$ cat config.mk
export PLATFORM = sky130hd
export DESIGN_NAME = temp_alarm_status
export DESIGN_NICKNAME = d
export VERILOG_FILES = /design/src/rtl/ta_pkg.sv /design/src/rtl/ta_limit_cmp.sv /design/src/rtl/ta_fault_queue.sv /design/src/rtl/ta_flag_channel.sv /design/src/rtl/temp_alarm_status.sv
export SDC_FILE = /design/constraint.sdc
export NUM_CORES = 1
export LEC_CHECK = 0
export BUFFER_PORTS_ARGS = -buffer_cell sky130_fd_sc_hd__buf_4
export CORE_MARGIN = 2
export CORE_UTILIZATION = 50
export DETAILED_ROUTE_END_ITERATION = 6
export PLACE_DENSITY_LB_ADDON = 0.08
export SLEW_MARGIN = 5
export SYNTH_ARGS = -nofsm -noshare
export SYNTH_HDL_FRONTEND = slang
export SYNTH_HIERARCHICAL = 1
export SYNTH_SLANG_ARGS = --single-unit
$ cat constraint.sdc
create_clock -name clk_i -period 1.55 [get_ports clk_i]
set_clock_uncertainty 0.1 [all_clocks]
set_input_delay 0.155 -clock clk_i [delete_from_list [all_inputs] [get_ports clk_i]]
set_output_delay 0.155 -clock clk_i [all_outputs]
set_load 0.01 [all_outputs]
$ cat src/rtl/ta_pkg.sv
package ta_pkg;

  typedef enum logic {
    WATCH_TRIP = 1'b0,
    WATCH_REL  = 1'b1
  } arm_e;

endpackage

$ cat src/rtl/ta_limit_cmp.sv
module ta_limit_cmp #(
  parameter int DW      = 16,
  parameter bit IS_HIGH = 1'b1
) (
  input  logic signed [DW-1:0] smp_i,
  input  logic signed [DW-1:0] trip_i,
  input  logic signed [DW-1:0] rel_i,
  output logic                 beyond_o,
  output logic                 back_o
);

  generate
    if (IS_HIGH) begin : g_high
      always_comb begin
        beyond_o = smp_i > trip_i;
        back_o   = smp_i < rel_i;
      end
    end else begin : g_low
      always_comb begin
        beyond_o = smp_i < trip_i;
        back_o   = smp_i > rel_i;
      end
    end
  endgenerate

endmodule

$ cat src/rtl/ta_fault_queue.sv
module ta_fault_queue #(
  parameter int CODE_W = 2
) (
  input  logic              clk_i,
  input  logic              rst_ni,
  input  logic              clr_i,
  input  logic              en_i,
  input  logic              hit_i,
  input  logic [CODE_W-1:0] code_i,
  output logic              fire_o
);

  localparam int CNT_W = 1 << CODE_W;

  logic [CNT_W-1:0] cnt_q;
  logic [CNT_W-1:0] cnt_d;
  logic [CNT_W-1:0] need_w;
  logic [CNT_W-1:0] inc_w;
  logic             reach_w;

  always_comb begin
    need_w  = CNT_W'(1) << code_i;
    inc_w   = cnt_q + CNT_W'(1);
    reach_w = inc_w >= need_w;
    fire_o  = en_i && !clr_i && hit_i && reach_w;
  end

  always_comb begin
    cnt_d = cnt_q;
    if (clr_i) begin
      cnt_d = '0;
    end else if (en_i) begin
      if (!hit_i)       cnt_d = '0;
      else if (reach_w) cnt_d = need_w;
      else              cnt_d = inc_w;
    end
  end

  always_ff @(posedge clk_i or negedge rst_ni) begin
    if (!rst_ni) cnt_q <= '0;
    else         cnt_q <= cnt_d;
  end

  // a miss on an accepted sample empties the queue
  a_r6_miss_resets: assert property (@(posedge clk_i) disable iff (!rst_ni)
    (en_i && !hit_i) |=> (cnt_q == '0));

endmodule

$ cat src/rtl/ta_flag_channel.sv
module ta_flag_channel
  import ta_pkg::*;
#(
  parameter int DW      = 16,
  parameter int CODE_W  = 2,
  parameter bit IS_HIGH = 1'b1
) (
  input  logic                 clk_i,
  input  logic                 rst_ni,
  input  logic                 vld_i,
  input  logic signed [DW-1:0] smp_i,
  input  logic signed [DW-1:0] trip_i,
  input  logic signed [DW-1:0] rel_i,
  input  logic                 intr_i,
  input  logic [CODE_W-1:0]    code_i,
  input  logic                 rd_i,
  input  logic                 sd_i,
  output logic                 flag_o
);

  logic beyond_w;
  logic back_w;
  logic event_w;
  logic cnt_en_w;
  logic cnt_clr_w;
  logic fire_w;
  logic flag_q;
  logic flag_d;
  arm_e arm_q;
  arm_e arm_d;

  ta_limit_cmp #(.DW(DW), .IS_HIGH(IS_HIGH)) u_cmp (
    .smp_i    (smp_i),
    .trip_i   (trip_i),
    .rel_i    (rel_i),
    .beyond_o (beyond_w),
    .back_o   (back_w)
  );

  always_comb begin
    event_w   = (intr_i && arm_q == WATCH_REL) ? back_w : beyond_w;
    cnt_clr_w = sd_i || (intr_i && flag_q);
    cnt_en_w  = vld_i && !sd_i;
  end

  ta_fault_queue #(.CODE_W(CODE_W)) u_fq (
    .clk_i  (clk_i),
    .rst_ni (rst_ni),
    .clr_i  (cnt_clr_w),
    .en_i   (cnt_en_w),
    .hit_i  (event_w),
    .code_i (code_i),
    .fire_o (fire_w)
  );

  always_comb begin
    flag_d = flag_q;
    arm_d  = arm_q;
    if (sd_i) begin
      flag_d = 1'b0;
      arm_d  = WATCH_TRIP;
    end else if (!intr_i) begin
      arm_d = WATCH_TRIP;
      if (fire_w)                    flag_d = 1'b1;
      else if (vld_i && back_w)      flag_d = 1'b0;
    end else begin
      if (flag_q) begin
        if (rd_i) flag_d = 1'b0;
      end else if (fire_w) begin
        flag_d = 1'b1;
        arm_d  = (arm_q == WATCH_TRIP) ? WATCH_REL : WATCH_TRIP;
      end
    end
  end

  always_ff @(posedge clk_i or negedge rst_ni) begin
    if (!rst_ni) begin
      flag_q <= 1'b0;
      arm_q  <= WATCH_TRIP;
    end else begin
      flag_q <= flag_d;
      arm_q  <= arm_d;
    end
  end

  assign flag_o = flag_q;

  // shutdown empties flag and wait state
  a_r5_sd_clears: assert property (@(posedge clk_i) disable iff (!rst_ni)
    sd_i |=> (!flag_q && arm_q == WATCH_TRIP));

  // an interrupt flag holds until read
  a_r3_sticky: assert property (@(posedge clk_i) disable iff (!rst_ni)
    (intr_i && flag_q && !rd_i && !sd_i) |=> flag_q);

  // a flag only rises on an accepted sample
  a_r9_rise_on_sample: assert property (@(posedge clk_i) disable iff (!rst_ni)
    (!flag_q && !vld_i) |=> !flag_q);

  // a release crossing in comparator mode drops the flag
  a_r1_release: assert property (@(posedge clk_i) disable iff (!rst_ni)
    (!intr_i && vld_i && !sd_i && back_w && !beyond_w) |=> !flag_q);

  // without a sample the comparator flag holds, whatever the read strobe
  a_r4_rd_ignored: assert property (@(posedge clk_i) disable iff (!rst_ni)
    (!intr_i && !vld_i && !sd_i && $stable(intr_i)) |=> (flag_q == $past(flag_q)));

endmodule

$ cat src/rtl/temp_alarm_status.sv
module temp_alarm_status #(
  parameter int DW     = 16,
  parameter int CODE_W = 2
) (
  input  logic                 clk_i,
  input  logic                 rst_ni,
  input  logic                 smp_vld_i,
  input  logic signed [DW-1:0] smp_temp_i,
  input  logic signed [DW-1:0] hi_trip_i,
  input  logic signed [DW-1:0] hi_rel_i,
  input  logic signed [DW-1:0] lo_trip_i,
  input  logic signed [DW-1:0] lo_rel_i,
  input  logic                 intr_mode_i,
  input  logic                 pol_high_i,
  input  logic [CODE_W-1:0]    fq_code_i,
  input  logic                 stat_rd_i,
  input  logic                 shutdown_i,
  output logic                 ot_o,
  output logic                 ut_o,
  output logic                 alarm_o
);

  localparam int NCH = 2;

  logic [1:0]          rst_sync_q;
  logic                rst_n_w;
  logic signed [DW-1:0] trip_w [NCH];
  logic signed [DW-1:0] rel_w  [NCH];
  logic [NCH-1:0]      flag_w;

  always_ff @(posedge clk_i or negedge rst_ni) begin
    if (!rst_ni) rst_sync_q <= 2'b00;
    else         rst_sync_q <= {rst_sync_q[0], 1'b1};
  end
  assign rst_n_w = rst_sync_q[1];

  always_comb begin
    trip_w[0] = lo_trip_i;
    rel_w[0]  = lo_rel_i;
    trip_w[1] = hi_trip_i;
    rel_w[1]  = hi_rel_i;
  end

  generate
    for (genvar g = 0; g < NCH; g++) begin : g_ch
      ta_flag_channel #(
        .DW      (DW),
        .CODE_W  (CODE_W),
        .IS_HIGH (g == 1)
      ) u_ch (
        .clk_i  (clk_i),
        .rst_ni (rst_n_w),
        .vld_i  (smp_vld_i),
        .smp_i  (smp_temp_i),
        .trip_i (trip_w[g]),
        .rel_i  (rel_w[g]),
        .intr_i (intr_mode_i),
        .code_i (fq_code_i),
        .rd_i   (stat_rd_i),
        .sd_i   (shutdown_i),
        .flag_o (flag_w[g])
      );
    end
  endgenerate

  assign ot_o    = flag_w[1];
  assign ut_o    = flag_w[0];
  assign alarm_o = (ot_o | ut_o) ^ ~pol_high_i;

  // flags are clear during reset
  a_r8_reset_clear: assert property (@(posedge clk_i)
    !rst_n_w |=> (rst_n_w || (!ot_o && !ut_o)));

endmodule

==> key figures, run 1 <==
Synth
  • Total nets after synthesis: 496
  • Mapped Cells: 335
  • Most common cell in the synthesized netlist: ha_1
  • Async S/R FF share, synth: 1.000
  • Main area contributors after synthesis: ha_1, dfrtp_1, inv_1, a21oi_1, nand2_1
  • Mean instance size in the synthesized netlist: 8.236 um2
  • Number of unique standard cell types used by synthesis: 43
  • Synth area leader: ha_1
  • Seq cells post-synth: 14
  • Yosys warning total: 6
  • Share of the yosys chip area belonging to registers: 0.1270
  • Top cell types by occurrence after synthesis: ha_1, inv_1, a21oi_1, nand2_1, nor2_1
  • Area share of the largest cell type after synthesis: 0.3265
  • Most used flip-flop cell after synthesis: dfrtp_1
  • Post-synthesis instance area: 0.002759 mm2
  • Number of enable-type register cells in the synthesized netlist: 0

Clock network
  • Number of buffers inserted during clock tree synthesis: 3
  • CTS H-Tree Depth: 1
  • Maximum clock path buffer count: 2
  • Clk root buf: clkbuf_8
  • Sinks on Clock Net: 14

Floorplanning
  • Starting utilization of the core area: 0.5104
  • Die Width: 78.28 um
  • Die height: 78.28 um
  • Placement Rows: 27
  • Io pins: 92

Status
  • Result of the run: aborted with a tool error
  • Run Error: [ERROR GRT-0232] Routing congestion too high. Check the congestion heatmap in the GUI.
  • Failed at: 5_1_grt

Timing
  • Worst endpoint left by the global-route repair_timing run: g_ch[0].u_ch/arm_q$_DFFE_PN0P_/D
  • Worst_ep kind: sequential cell input

GRT
  • Overflow left after global routing: 21
  • Maximum number of pins on one net before global-route repair: 13
  • Overall routing resource usage: 0.6523

Place
  • Detail Placement HPWL: 6.863 mm
  • Number of input and output port buffers inserted: 91
  • Final RePlAce weighted congestion: 0.8526
==> routing by layer <==
metal | overflow | global-route usage
met4 | 10 | 0.6947
met3 | 0 | 0.4701
met2 | 11 | 0.8819
met1 | 0 | 0.6094
met5 | 0 | 0
==> per-stage QoR <==
step	instance area, um2	cells	worst slack, ns	hold WS, ns
floorplan	3209	335	-0.7575	-0.2406
CTS	4964	564	-0.7235	0.04380
global placement	4305	541	-0.9883	-0.1628
detailed placement	4305	541	-1.018	-0.1619
==> repair_timing <==
action | CTS
endpoints found under the hold margin | 2
setup endpoints to repair | 12
pin swaps | 40
hold buffers | 1
buffers inserted | 20
gates resized for setup | 85
==> kinds of logic after synthesis <==
family,share of synthesized area
buf+inv,0.08980
xor+xnor,0.02222
compound gates,0.1923
flops,0.1270
mux,0.02993
other cells,0.001359
simple gates,0.2109
fa+ha+maj,0.3265
==> inputs of run 2 (changes only) <==
--- a/config.mk
+++ b/config.mk
@@ -7,9 +7,9 @@
 export LEC_CHECK = 0
 export BUFFER_PORTS_ARGS = -buffer_cell sky130_fd_sc_hd__buf_4
 export CORE_MARGIN = 2
-export CORE_UTILIZATION = 50
+export CORE_UTILIZATION = 35
 export DETAILED_ROUTE_END_ITERATION = 6
-export PLACE_DENSITY_LB_ADDON = 0.08
+export PLACE_DENSITY_LB_ADDON = 0.15
 export SLEW_MARGIN = 5
 export SYNTH_ARGS = -nofsm -noshare
 export SYNTH_HDL_FRONTEND = slang
==> run 2 against run 1 <==
Compared with the run above:
- the flow now finishes, with violations (setup timing)
- synthesized area unchanged
- synthesized cell count unchanged
==> key figures, run 2 <==
Floorplanning
  • Die ar.: 0.008609 mm2
  • Placement Rows: 32 (+19%)
  • Die height: 92.79 um (+19%)
  • Io pins: 92 (unchanged)
  • Die Width: 92.79 um (+19%)
  • Area inside the core boundary: 0.007687 mm2
  • Starting utilization of the core area: 0.3589 (-0.1515)

Clock network
  • Clk root buf: clkbuf_8
  • CTS clock-pin slew for the worst setup and hold paths: 0.06 ns
  • Number of buffers inserted during clock tree synthesis: 3 (unchanged)
  • Clk Latency, worst-skew pair: 0.25 ns
  • CTS H-Tree Depth: 1 (unchanged)
  • Clock tree from TritonCTS: yes
  • Sinks on Clock Net: 14 (unchanged)
  • Maximum clock path buffer count: 2 (unchanged)

Synth
  • Number of enable-type register cells in the synthesized netlist: 0 (unchanged)
  • Largest family of logic cells by synthesized area: adder cells
  • Mean instance size in the synthesized netlist: 8.236 um2 (unchanged)
  • Most used flip-flop cell after synthesis: dfrtp_1
  • Async S/R FF share, synth: 1.000 (unchanged)
  • Synth Area in Compound Gates: 0.1923 (unchanged)
  • Share of the yosys chip area belonging to registers: 0.1270 (unchanged)
  • XOR/XNOR share of the synthesized area: 0.02222 (unchanged)
  • Total nets after synthesis: 496 (unchanged)
  • Number of unique standard cell types used by synthesis: 43 (unchanged)
  • Arithmetic-cell share of the synthesized area counting full adders, half adders and majority gates: 0.3265 (unchanged)
  • Most common cell in the synthesized netlist: ha_1
  • Seq cells post-synth: 14 (unchanged)
  • Main area contributors after synthesis: ha_1, dfrtp_1, inv_1, a21oi_1, nand2_1
  • Mapped Cells: 335 (unchanged)
  • Post-synthesis mux area share: 0.02993 (unchanged)
  • Area share of the largest cell type after synthesis: 0.3265 (unchanged)
  • Synth area leader: ha_1
  • Top cell types by occurrence after synthesis: ha_1, inv_1, a21oi_1, nand2_1, nor2_1
  • Yosys warning total: 6 (unchanged)
  • Share of synthesized cell area in and, or, nand and nor gates: 0.2109 (unchanged)
  • Post-synthesis instance area: 0.002759 mm2 (unchanged)

Detailed routing
  • Detailed-routing wirelength on met1: 3.911 mm
  • Post-route ant nets: 0
  • Remaining routing DRC violations: 0
  • Total Wirelength: 8.593 mm
  • Vias after detailed routing: 2956
  • Met2 wirelength from detailed routing: 4.255 mm
  • Starting DRT DRC Count: 96
  • Number of optimization iterations in the first detailed-route pass: 4
  • Average wire per cell in the routed design: 14.54 um
  • Routed wire length on met3: 370 um
  • Uppermost metal layer occupied by signal nets: met4
  • Vias per std cell: 5.002

Finish
  • Area Overhead vs Synth: 80.54%
  • Combined area of the multi-input logic cells: 0.002949 mm2
  • Count of inserted antenna diode cells: 0
  • Proportion of layout cells with a drive suffix above 1: 0.5562
  • Filler cell count in the final layout: 662
  • Layout Cells excl Fill: 591
  • Flip-flop count of the largest register after layout: 8
  • Fraction of the core area covered by cells at the end of the flow: 0.6479
  • Flip-flop and latch area: 351.6 um2
  • Leading cell type in the layout, fill and taps excluded: buf_4
  • Largest reg by FF count: g_ch.u_ch/u_fq/cnt_q
  • Most used cells in the layout excluding fill and tap cells: buf_4, inv_1, ha_4, ha_1
  • Nets: 652

Status
  • Violated checks: setup timing
  • Result of the run: finished with violations

Setup path
  • Worst stage delay on the critical path: 0.29 ns
  • CP dominant cell by count: buf_4
  • Ordered cell list for the critical path: buf_4, ha_1, nand4_1, nor4_2, buf_4, a221oi_2, o2bb2ai_2, mux2_4, nand3b_1, nor4_4, nor2b_4, xnor2_2, nor3b_2
  • Type of element capturing the critical path: flop
  • Cell class contributing the biggest share of worst-path delay: simple AND/OR/NAND/NOR gates
  • Critical Path AT: 2.38 ns
  • Critical path class: input pin to flop
  • Worst-path cell with the longest stage delay: ha_1
  • Type of origin of the critical path: input pin
  • Critical path fanouts, max: 4
  • CP Data Required Time: 1.62 ns
  • Register-to-Register Path Depth: 8
  • Buffers and inverters on the worst path: 2
  • Logic depth of the worst setup path including buffers: 13

Place
  • Number of input and output port buffers inserted: 91 (unchanged)
  • Final RePlAce weighted congestion: 0.8931 (+4.8%)
  • Total instance count after detailed placement: 580 (+7.2%)
  • Detail Placement HPWL: 7.166 mm (+4.4%)
  • Post-Place Worst Slack: -1.236 ns (-0.2178 ns)

Timing
  • Count of final setup violators: 12
  • Minimum period implied by the final worst setup slack: 2.304 ns
  • Final worst-path cycle share: 1.487
  • Unrepaired setup endpoints after global routing: yes
  • Final worst-path setup slack: -0.7542 ns
  • Final TNS setup: -8.156 ns
  • Max Transition Viols Final: 0
  • Hold Fails Final Rpt: 0
  • Worst slew pin tran: 0.5559 ns
  • Relative slew margins: 0.6294
  • Max Clk Rate: 434.0 MHz

Job
  • Max-cap viol count: 0

Pwr
  • Total chip power: 0.001951 W
  • Power density cells: 391.6 mW/mm2
  • Worst vdd rail ir drop: 332.6 uV
  • Leakage: 2.295 nW

GRT
  • Global-route wire length before repair: 13.92 mm
  • Via count of the first global-routing pass: 3082
  • Overflow left after global routing: 0
  • Initial antenna violation count: 0
  • Maximum number of pins on one net before global-route repair: 13
  • Overall routing resource usage: 0.1989

Worst hold path
  • Hold Path Class: input pin to flop
  • WHS Path Cells: 2
==> run 2: worst paths after layout <==
path | start | to | slack, ns
max | smp_temp_i[12] | g_ch[0].u_ch/arm_q | -0.75
max in group asynchronous | rst_sync_q[1] | g_ch[1].u_ch/u_fq/cnt_q[0] | 0.82
min in group asynchronous | rst_ni | rst_sync_q[1] | 0.12
max reg2reg | g_ch[0].u_ch/u_fq/cnt_q[0] | g_ch[0].u_ch/u_fq/cnt_q[1] | -0.67
min reg2reg | rst_sync_q[1] | g_ch[1].u_ch/u_fq/cnt_q[2] | 0.13
min | shutdown_i | g_ch[1].u_ch/arm_q | 0.05
==> run 2: metrics by stage <==
step	cell area (um2)	hold WS, ns
2_1_floorplan	3209	-0.2406
3_3_place_gp	4423	-0.1627
3_5_place_dp	4423	-0.1619
4_1_cts	4757	0.04106
5_1_grt	4981	0.05387
6_report	4981	0.05367
==> run 2: routing by layer <==
metal  up-vias  GRT usage
met4         0    0.02696
met2        58     0.3599
met1      1376     0.2526
met5         -          0
met3         6    0.03336
li1       1516          -
==> run 2: repair_timing <==
action,CTS,global route
buffers inserted,8,0
gates resized for setup,45,30
setup endpoints to repair,12,13
endpoints found under the hold margin,2,0
hold buffers,1,0
pin swaps,24,17
==> run 2: final cells by class <==
type	count	area share
Multi-Input combinational cell	255	0.5921
Timing Repair Buffer	151	0.2467
Sequential cell	14	0.07059
Inverter	66	0.05677
Tap cell	102	0.02562
Clock buffer	3	0.008289
==> run 2: kinds of logic (layout without fill, tap and decap cells) <==
kind of cell,Yosys count,in the layout
buf+inv,66,220
simple gates,97,97
xor+xnor,7,7
mux,6,6
compound gates,72,72
other cells,1,1
flops,14,14
fa+ha+maj,72,72
==> run 2: report_power, final <==
group          switching, W  total, W  internal (W)
Sequential        0.0000169  0.000393      0.000376
Combinational      0.000544   0.00125      0.000703
Clock              0.000138  0.000310      0.000172
Total              0.000699   0.00195       0.00125
Power figures use the tool's default switching activity.
==> inputs of run 3 (changes only) <==
--- a/config.mk
+++ b/config.mk
@@ -5,6 +5,7 @@
 export SDC_FILE = /design/constraint.sdc
 export NUM_CORES = 1
 export LEC_CHECK = 0
+export ABC_AREA = 1
 export BUFFER_PORTS_ARGS = -buffer_cell sky130_fd_sc_hd__buf_4
 export CORE_MARGIN = 2
 export CORE_UTILIZATION = 35
==> run 3 against run 2 <==
Compared with the run above:
- the run still ends with setup timing left
- cell count rose by 22%
- design area fell by 7.9%
- first-iteration DRC count fell by 14%
- critical path depth did not move
- core utilization fell by 8.7 points
- count of clock-buffer cells in the layout rose by 1
- flip-flop and latch count did not move
- sequential power rose by 2%
- fmax rose by 19%
- clock power rose by 14%
- via count rose by 10%
- total power rose by 2.3%
- critical path type is now flop to flop
- critical endpoint is now g_ch[1].u_ch/arm_q
- largest power group unchanged
==> key figures, run 3 <==
Status
  • Result of the run: finished with violations
  • Violated checks: setup timing

Worst hold path
  • Hold Path Class: flop to async pin

GRT
  • GR Util met1: 0.2080 (-0.04461)
  • Via count of the first global-routing pass: 3028 (-1.8%)
  • Overall routing resource usage: 0.1660 (-0.03286)
  • Initial antenna violation count: 0 (unchanged)
  • Overflow left after global routing: 0 (unchanged)
  • Met2 Usage GRT: 0.3164 (-0.04347)
  • Maximum number of pins on one net before global-route repair: 13 (unchanged)
  • Grt peak-use layer: met2
  • GR Util met3: 0.01410 (-0.01926)
  • Global-route wire length before repair: 12.45 mm (-11%)

Finish
  • Nets: 776 (+19%)
  • Flip-flop count of the largest register after layout: 8 (unchanged)
  • Proportion of layout cells with a drive suffix above 1: 0.3713 (-0.1849)
  • Area Overhead vs Synth: 55.45%
  • Filler cell count in the final layout: 804 (+21%)
  • Leading cell type in the layout, fill and taps excluded: buf_4
  • Largest reg by FF count: g_ch.u_ch/u_fq/cnt_q
  • Layout Cell Area excl Fill: 0.004588 mm2 (-7.9%)
  • Count of inserted antenna diode cells: 0 (unchanged)
  • Most used cells in the layout excluding fill and tap cells: buf_4, nand2_1, inv_1, ha_1, nor2_1
  • Fraction of the core area covered by cells at the end of the flow: 0.5612 (-0.08673)

Synth
  • Post-synthesis instance area: 0.002952 mm2 (+7.0%)
  • Mapped Cells: 478 (+43%)
  • Most common cell in the synthesized netlist: nand2_1
  • Yosys warning total: 6 (unchanged)
  • Total nets after synthesis: 639 (+29%)
  • Top cell types by occurrence after synthesis: nand2_1, inv_1, ha_1, nand3_1, nor2_1
  • Seq cells post-synth: 14 (unchanged)
  • Number of enable-type register cells in the synthesized netlist: 0 (unchanged)
  • Main area contributors after synthesis: ha_1, nand2_1, inv_1, dfrtp_1, nand3_1
  • Area share of the largest cell type after synthesis: 0.3052 (-0.02132)
  • Most used flip-flop cell after synthesis: dfrtp_1
  • Synth area leader: ha_1
  • Mean instance size in the synthesized netlist: 6.175 um2 (-25%)
  • Number of unique standard cell types used by synthesis: 23 (-47%)
  • Async S/R FF share, synth: 1.000 (unchanged)
  • Share of the yosys chip area belonging to registers: 0.1187 (-0.008290)

Pwr
  • Power density cells: 435.0 mW/mm2 (+11%)
  • Relative contribution of the clock network to total power: 0.177 (+0.018)
  • Part of the power in combinational logic: 0.621 (-0.018)
  • Total chip power: 0.001996 W (+2.3%)
  • Net Sw Power: 0.0007696 W (+10%)
  • Switching power as a share of total power: 0.3857 (+0.02742)
  • Worst vdd rail ir drop: 512.2 uV (+54%)
  • Leakage: 2.697 nW (+18%)
  • Share of total power in sequential cells: 0.201 (about the same)
  • Internal power component: 0.001226 W (-2.1%)

Place
  • Number of input and output port buffers inserted: 91 (unchanged)
  • Detail Placement HPWL: 6.734 mm (-6.0%)
  • Post-place instance area: 0.004188 mm2 (-5.3%)
  • Final RePlAce weighted congestion: 0.8728 (-2.3%)

Timing
  • Final Hold Slack: 0.09471 ns (+0.04105 ns)
  • Max Transition Viols Final: 0 (unchanged)
  • Minimum period implied by the final worst setup slack: 1.930 ns (-0.3744 ns)
  • Max Clk Rate: 518.2 MHz (+19%)
  • Final TNS setup: -4.004 ns (+4.152 ns)
  • Final worst-path setup slack: -0.3798 ns (+0.3744 ns)
  • Unrepaired setup endpoints after global routing: yes
  • Hold Fails Final Rpt: 0 (unchanged)
  • Count of final setup violators: 12 (unchanged)
  • Final worst-path cycle share: 1.245 (-0.2415)

Setup path
  • Critical path class: flop to flop
  • Critical Path AT: 1.97 ns (-0.41 ns)
  • Critical path fanouts, max: 4 (unchanged)
  • Type of origin of the critical path: flop
  • CP Data Required Time: 1.59 ns (-0.03 ns)
  • Type of element capturing the critical path: flop

Floorplanning
  • Die ar.: 0.009183 mm2 (+6.7%)
  • Area inside the core boundary: 0.008175 mm2 (+6.3%)
  • Die height: 95.83 um (+3.3%)
  • Die Width: 95.83 um (+3.3%)
  • Placement Rows: 33 (+3.1%)
  • Starting utilization of the core area: 0.3610 (+0.002148)
  • Io pins: 92 (unchanged)

Detailed routing
  • Number of optimization iterations in the first detailed-route pass: 4 (unchanged)
  • Remaining routing DRC violations: 0 (unchanged)
  • Vias after detailed routing: 3266 (+10%)
  • Vias per std cell: 4.542 (-9.2%)
  • Average wire per cell in the routed design: 10.79 um (-26%)
  • Post-route ant nets: 0 (unchanged)
  • Total Wirelength: 7.755 mm (-9.8%)
  • Starting DRT DRC Count: 83 (-14%)

Clock network
  • Sinks on Clock Net: 14 (unchanged)
  • Number of buffers inserted during clock tree synthesis: 3 (unchanged)
  • Clk root buf: clkbuf_8
  • CTS H-Tree Depth: 1 (unchanged)
  • Maximum clock path buffer count: 2 (unchanged)
  • Clk Latency, worst-skew pair: 0.24 ns (about the same)
  • CTS clock-pin slew for the worst setup and hold paths: 0.06 ns (about the same)
  • Clock tree from TritonCTS: yes

Job
  • Max-cap viol count: 0 (unchanged)
## run 3: cell types whose count changed in the layout (fill, tap and decap cells not counted), moves of 7 or more
cell      previous run  this run
inv_1               51       104
nor2_1              15        25
ha_1                23        51
buf_4              135       128
nand2_2              0        16
nand2b_1             8         0
ha_4                43        19
nand2_1             22       126
nand3_2              0        10
nand3_1              2        24
## run 3: cell families after synthesis
logic type,share of synthesized area
and+or+nand+nor,0.3353
buffers and inverters,0.1522
adders and majority gates,0.3052
AOI/OAI and AO/OA,0.08139
DFF,0.1187
xor gates and xnor gates,0.005936
other,0.001271
## run 3: worst max-delay path: stages, from the launching register on
cell and delay (ns):
dfrtp_1 0.41, ha_2 0.21, xnor2_2 0.19, inv_2 0.07, ha_4 0.27, nand2_4 0.05
clkinv_4 0.05, nand2_2 0.06, nand3_4 0.08, nand2_1 0.06, inv_2 0.07, nand2_2 0.05
nor2_1 0.12, nor2_2 0.04
## run 3: area by class of cell
type	instances	area, um2	share of cell area
inverters	119	476.7	0.1039
multi-input cells	345	2570	0.5601
repair buffers	132	1005	0.2190
well taps	105	131.4	0.02863
flip-flops and latches	14	350.3	0.07636
clock buffers	4	55.05	0.01200
## run 3: repair_timing
action / in CTS / in global routing
hold buffers: 1 / 0
pin swaps: 4 / 23
buffers inserted: 2 / 4
gates resized for setup: 9 / 46
setup endpoints to repair: 12 / 12
hold endpoints to repair: 2 / 0
## run 3: power groups by stage
stage | Sequential [W] | Clock, W | Combinational [W]
6_report | 0.000402 | 0.000354 | 0.00124
5_1_grt | 0.000405 | 0.000392 | 0.00140
4_1_cts | 0.000402 | 0.000370 | 0.00110
3_5_place_dp | 0.000408 | 0 | 0.00108
3_3_place_gp | 0.000408 | 0 | 0.00105
2_1_floorplan | 0.000406 | 0 | 0.000607
## run 3: through the flow
stage,cells,setup WS (ns)
3_3_place_gp,708,-0.7348
4_1_cts,715,-0.3855
5_1_grt,719,-0.5268
6_report,719,-0.3798
3_5_place_dp,708,-0.7042
2_1_floorplan,478,-0.3756
## run 3: routing by layer
metal	up-vias	wire length, um	share of wire
li1	1759	-	-
met5	-	0	0
met2	56	3886	0.50
met4	0	25	0.0032
met1	1447	3514	0.45
met3	4	329	0.042
## run 3: worst paths after layout
path                                             from                          to  slack [ns]  depth (start not counted)
setup / recovery           g_ch[1].u_ch/u_fq/cnt_q[1]          g_ch[1].u_ch/arm_q       -0.38                         13
hold / removal                          rst_sync_q[1]         g_ch[0].u_ch/flag_o        0.09                          0
setup reg to reg           g_ch[1].u_ch/u_fq/cnt_q[1]          g_ch[1].u_ch/arm_q       -0.38                         13
hold reg to reg                         rst_sync_q[1]         g_ch[0].u_ch/flag_o        0.09                          0
max in group asynchronous               rst_sync_q[1]  g_ch[1].u_ch/u_fq/cnt_q[0]        0.93                          0
min in group clk_i                          smp_vld_i         g_ch[0].u_ch/flag_o        0.12                          4
==> inputs of run 4 (changes only) <==
==> constraint.sdc (replaced) <==
create_clock -name clk_i -period 2.45 [get_ports clk_i]
set_clock_uncertainty 0.1 [all_clocks]
set_input_delay 0.245 -clock clk_i [delete_from_list [all_inputs] [get_ports clk_i]]
set_output_delay 0.245 -clock clk_i [all_outputs]
set_load 0.01 [all_outputs]
==> run 4 against run 3 <==
Compared with the run above:
- the run now ends clean
- routed wire length decreased by 8.8%
- largest cell class unchanged
- global-route usage decreased by 0.81 points
- first-iteration DRC count decreased by 33%
- hold slack improved by 0.012 ns
- count of clock-buffer cells in the layout decreased by 1
- critical path depth increased by 1
- combinational power decreased by 54%
- sequential power decreased by 37%
- register-to-register slack improved by 0.64 ns
- clock power decreased by 47%
- critical endpoint is now g_ch[0].u_ch/arm_q
- cell count decreased by 5.4%
==> key figures, run 4 (synthesis gave the netlist of run 3 again) <==
Status
  • Result of the run: finished clean

Timing
  • Relative slew margins: 0.6643
  • Worst slew pin tran: 0.5036 ns
  • Hold Fails Final Rpt: 0 (unchanged)
  • Minimum period implied by the final worst setup slack: 2.189 ns (+0.2589 ns)
  • Max Transition Viols Final: 0 (unchanged)
  • Max Clk Rate: 456.9 MHz (-12%)
  • Final TNS setup: 0 ns (+4.004 ns)
  • Final worst-path cycle share: 0.8933 (-0.3517)
  • Count of final setup violators: 0 (-12)
  • Unrepaired setup endpoints after global routing: no

Job
  • Max-cap viol count: 0 (unchanged)

GRT
  • Maximum number of pins on one net before global-route repair: 13 (unchanged)
  • Via count of the first global-routing pass: 2894 (-4.4%)
  • Overflow left after global routing: 0 (unchanged)
  • Overall routing resource usage: 0.1579 (-0.008116)
  • Initial antenna violation count: 0 (unchanged)
  • Global-route wire length before repair: 11.97 mm (-3.9%)

Finish
  • Count of inserted antenna diode cells: 0 (unchanged)
  • Proportion of layout cells with a drive suffix above 1: 0.2052 (-0.1661)
  • Most used cells in the layout excluding fill and tap cells: nand2_1, inv_1, buf_4, ha_1, nand3_1
  • Nets: 738 (-4.9%)
  • Leading cell type in the layout, fill and taps excluded: nand2_1
  • Flip-flop and latch area: 350.3 um2 (unchanged)
  • Layout Cells excl Fill: 680 (-5.4%)
  • Flip-flop count of the largest register after layout: 8 (unchanged)
  • Combined area of the multi-input logic cells: 0.002152 mm2 (-16%)
  • Filler cell count in the final layout: 892 (+11%)
  • Largest reg by FF count: g_ch.u_ch/u_fq/cnt_q
  • Area Overhead vs Synth: 29.84%

Detailed routing
  • Remaining routing DRC violations: 0 (unchanged)
  • Number of optimization iterations in the first detailed-route pass: 4 (unchanged)
  • Average wire per cell in the routed design: 10.40 um (-3.6%)
  • Vias after detailed routing: 3062 (-6.2%)
  • Total Wirelength: 7.071 mm (-8.8%)
  • Starting DRT DRC Count: 56 (-33%)
  • Vias per std cell: 4.503 (-0.87%)
  • Post-route ant nets: 0 (unchanged)

Clock network
  • Sinks on Clock Net: 14 (unchanged)
  • Clock tree from TritonCTS: yes
  • Cts repair resizes: 0 (-9)
  • Clk root buf: clkbuf_8
  • Maximum clock path buffer count: 2 (unchanged)
  • CTS H-Tree Depth: 1 (unchanged)
  • Number of buffers inserted during clock tree synthesis: 3 (unchanged)
  • Clk Latency, worst-skew pair: 0.24 ns (about the same)
  • CTS clock-pin slew for the worst setup and hold paths: 0.06 ns (about the same)

Pwr
  • Power density cells: 263.9 mW/mm2 (-39%)
  • Leakage: 2.497 nW (-7.4%)
  • Worst vdd rail ir drop: 196.2 uV (-62%)

Setup path
  • Worst stage delay on the critical path: 0.45 ns (+0.04 ns)
  • CP Data Required Time: 2.49 ns (+0.90 ns)
  • Worst-path cell with the longest stage delay: dfrtp_1
  • FF-to-FF End: g_ch[0].u_ch/arm_q
  • Critical path fanouts, max: 6 (+2)
  • Type of element capturing the critical path: flop
  • Ordered cell list for the critical path: ha_1, xnor2_1, inv_1, ha_1, nand2_2, clkinv_2, nand2_1, nand3_2, nand2_1, inv_1, nand2_1, nand2_1, nand2_1, nor2_2
  • Register-to-Register Path Depth: 14 (+1)
  • Critical Path AT: 2.23 ns (+0.26 ns)
  • Worst reg-to-reg setup slack: 0.26 ns (+0.64 ns)
  • Critical path class: flop to flop
  • Worst reg2reg startpoint: g_ch[0].u_ch/u_fq/cnt_q[0]
  • CP dominant cell by count: nand2_1
  • Type of origin of the critical path: flop

Floorplanning
  • Placement Rows: 33 (unchanged)
  • Area inside the core boundary: 0.008175 mm2 (unchanged)
  • Die Width: 95.83 um (unchanged)
  • Die height: 95.83 um (unchanged)
  • Io pins: 92 (unchanged)
  • Die ar.: 0.009183 mm2 (unchanged)
  • Starting utilization of the core area: 0.3610 (unchanged)

Place
  • Number of input and output port buffers inserted: 91 (unchanged)
  • Final RePlAce weighted congestion: 0.7853 (-10%)
  • Total instance count after detailed placement: 676 (-4.5%)
  • Detail Placement HPWL: 6.330 mm (-6.0%)

Worst hold path
  • Hold Path Class: flop to async pin
run 4: changes by cell type in the layout (fill, tap and decap cells not counted), sizes merged:
cell	before	now
clkbuf	4	3
buf	131	93
run 4: area by class of cell:
cell class / count / area share
well taps: 105 / 0.03428
flip-flops and latches: 14 / 0.09141
repair buffers: 94 / 0.1848
clock buffers: 3 / 0.01077
multi-input cells: 345 / 0.5615
inverters: 119 / 0.1172
run 4: report_power, final:
group	switching [W]	internal, W	leakage (nW)	total (W)
sequential	0.0000144	0.000241	0.190	0.000255
clock	0.0000777	0.000109	0.0216	0.000186
combinational	0.000301	0.000268	2.29	0.000570
run 4: metrics by stage:
step                      cell area [um2]  setup slack (ns)  total power [W]  hold slack, ns  utilization
after global routing                 3832           0.04566         0.001130          0.1646       0.4688
after global placement               3781            0.1275        0.0008222        -0.07202       0.4625
after floorplan                      2952            0.3540        0.0006120         -0.1506            -
final                                3832            0.2613         0.001011          0.1066       0.4688
after detailed placement             3781           0.04815        0.0008354        -0.07030       0.4625
after CTS                            3832            0.2675         0.001030          0.1453       0.4688
run 4: worst max path at each step:
stage	start	endpoint	slack, ns	cells after the start
2_1_floorplan	lo_rel_i[15]	g_ch[0].u_ch/arm_q	0.35	17
3_3_place_gp	smp_temp_i[15]	g_ch[0].u_ch/arm_q	0.13	17
3_5_place_dp	smp_temp_i[15]	g_ch[0].u_ch/arm_q	0.05	17
4_1_cts	g_ch[0].u_ch/u_fq/cnt_q[0]	g_ch[0].u_ch/arm_q	0.27	14
5_1_grt	g_ch[0].u_ch/u_fq/cnt_q[0]	g_ch[0].u_ch/arm_q	0.05	14
6_report	g_ch[0].u_ch/u_fq/cnt_q[0]	g_ch[0].u_ch/arm_q	0.26	14
run 4: critical path: cells and delay by family (launching register included):
kind                       cells  cell delay [ns]
DFF                            1             0.45
buffers and inverters          3             0.19
xor gates and xnor gates       1             0.22
adders and majority gates      2             0.54
and+or+nand+nor                8             0.57
run 4: layer usage:
layer  track usage  vias to the layer above  wire length [um]
li1              -                     1680                 -
met1        0.1940                     1330              3301
met3       0.01096                        4               293
met4       0.01429                        0                20
met5             0                        -                 0
met2        0.3089                       48              3455
run 4: timing repair:
action,4_1_cts,5_1_grt
hold endpoints to repair,2,0
endpoints found under the setup margin,0,0
hold buffers,1,0
buffers inserted,0,0
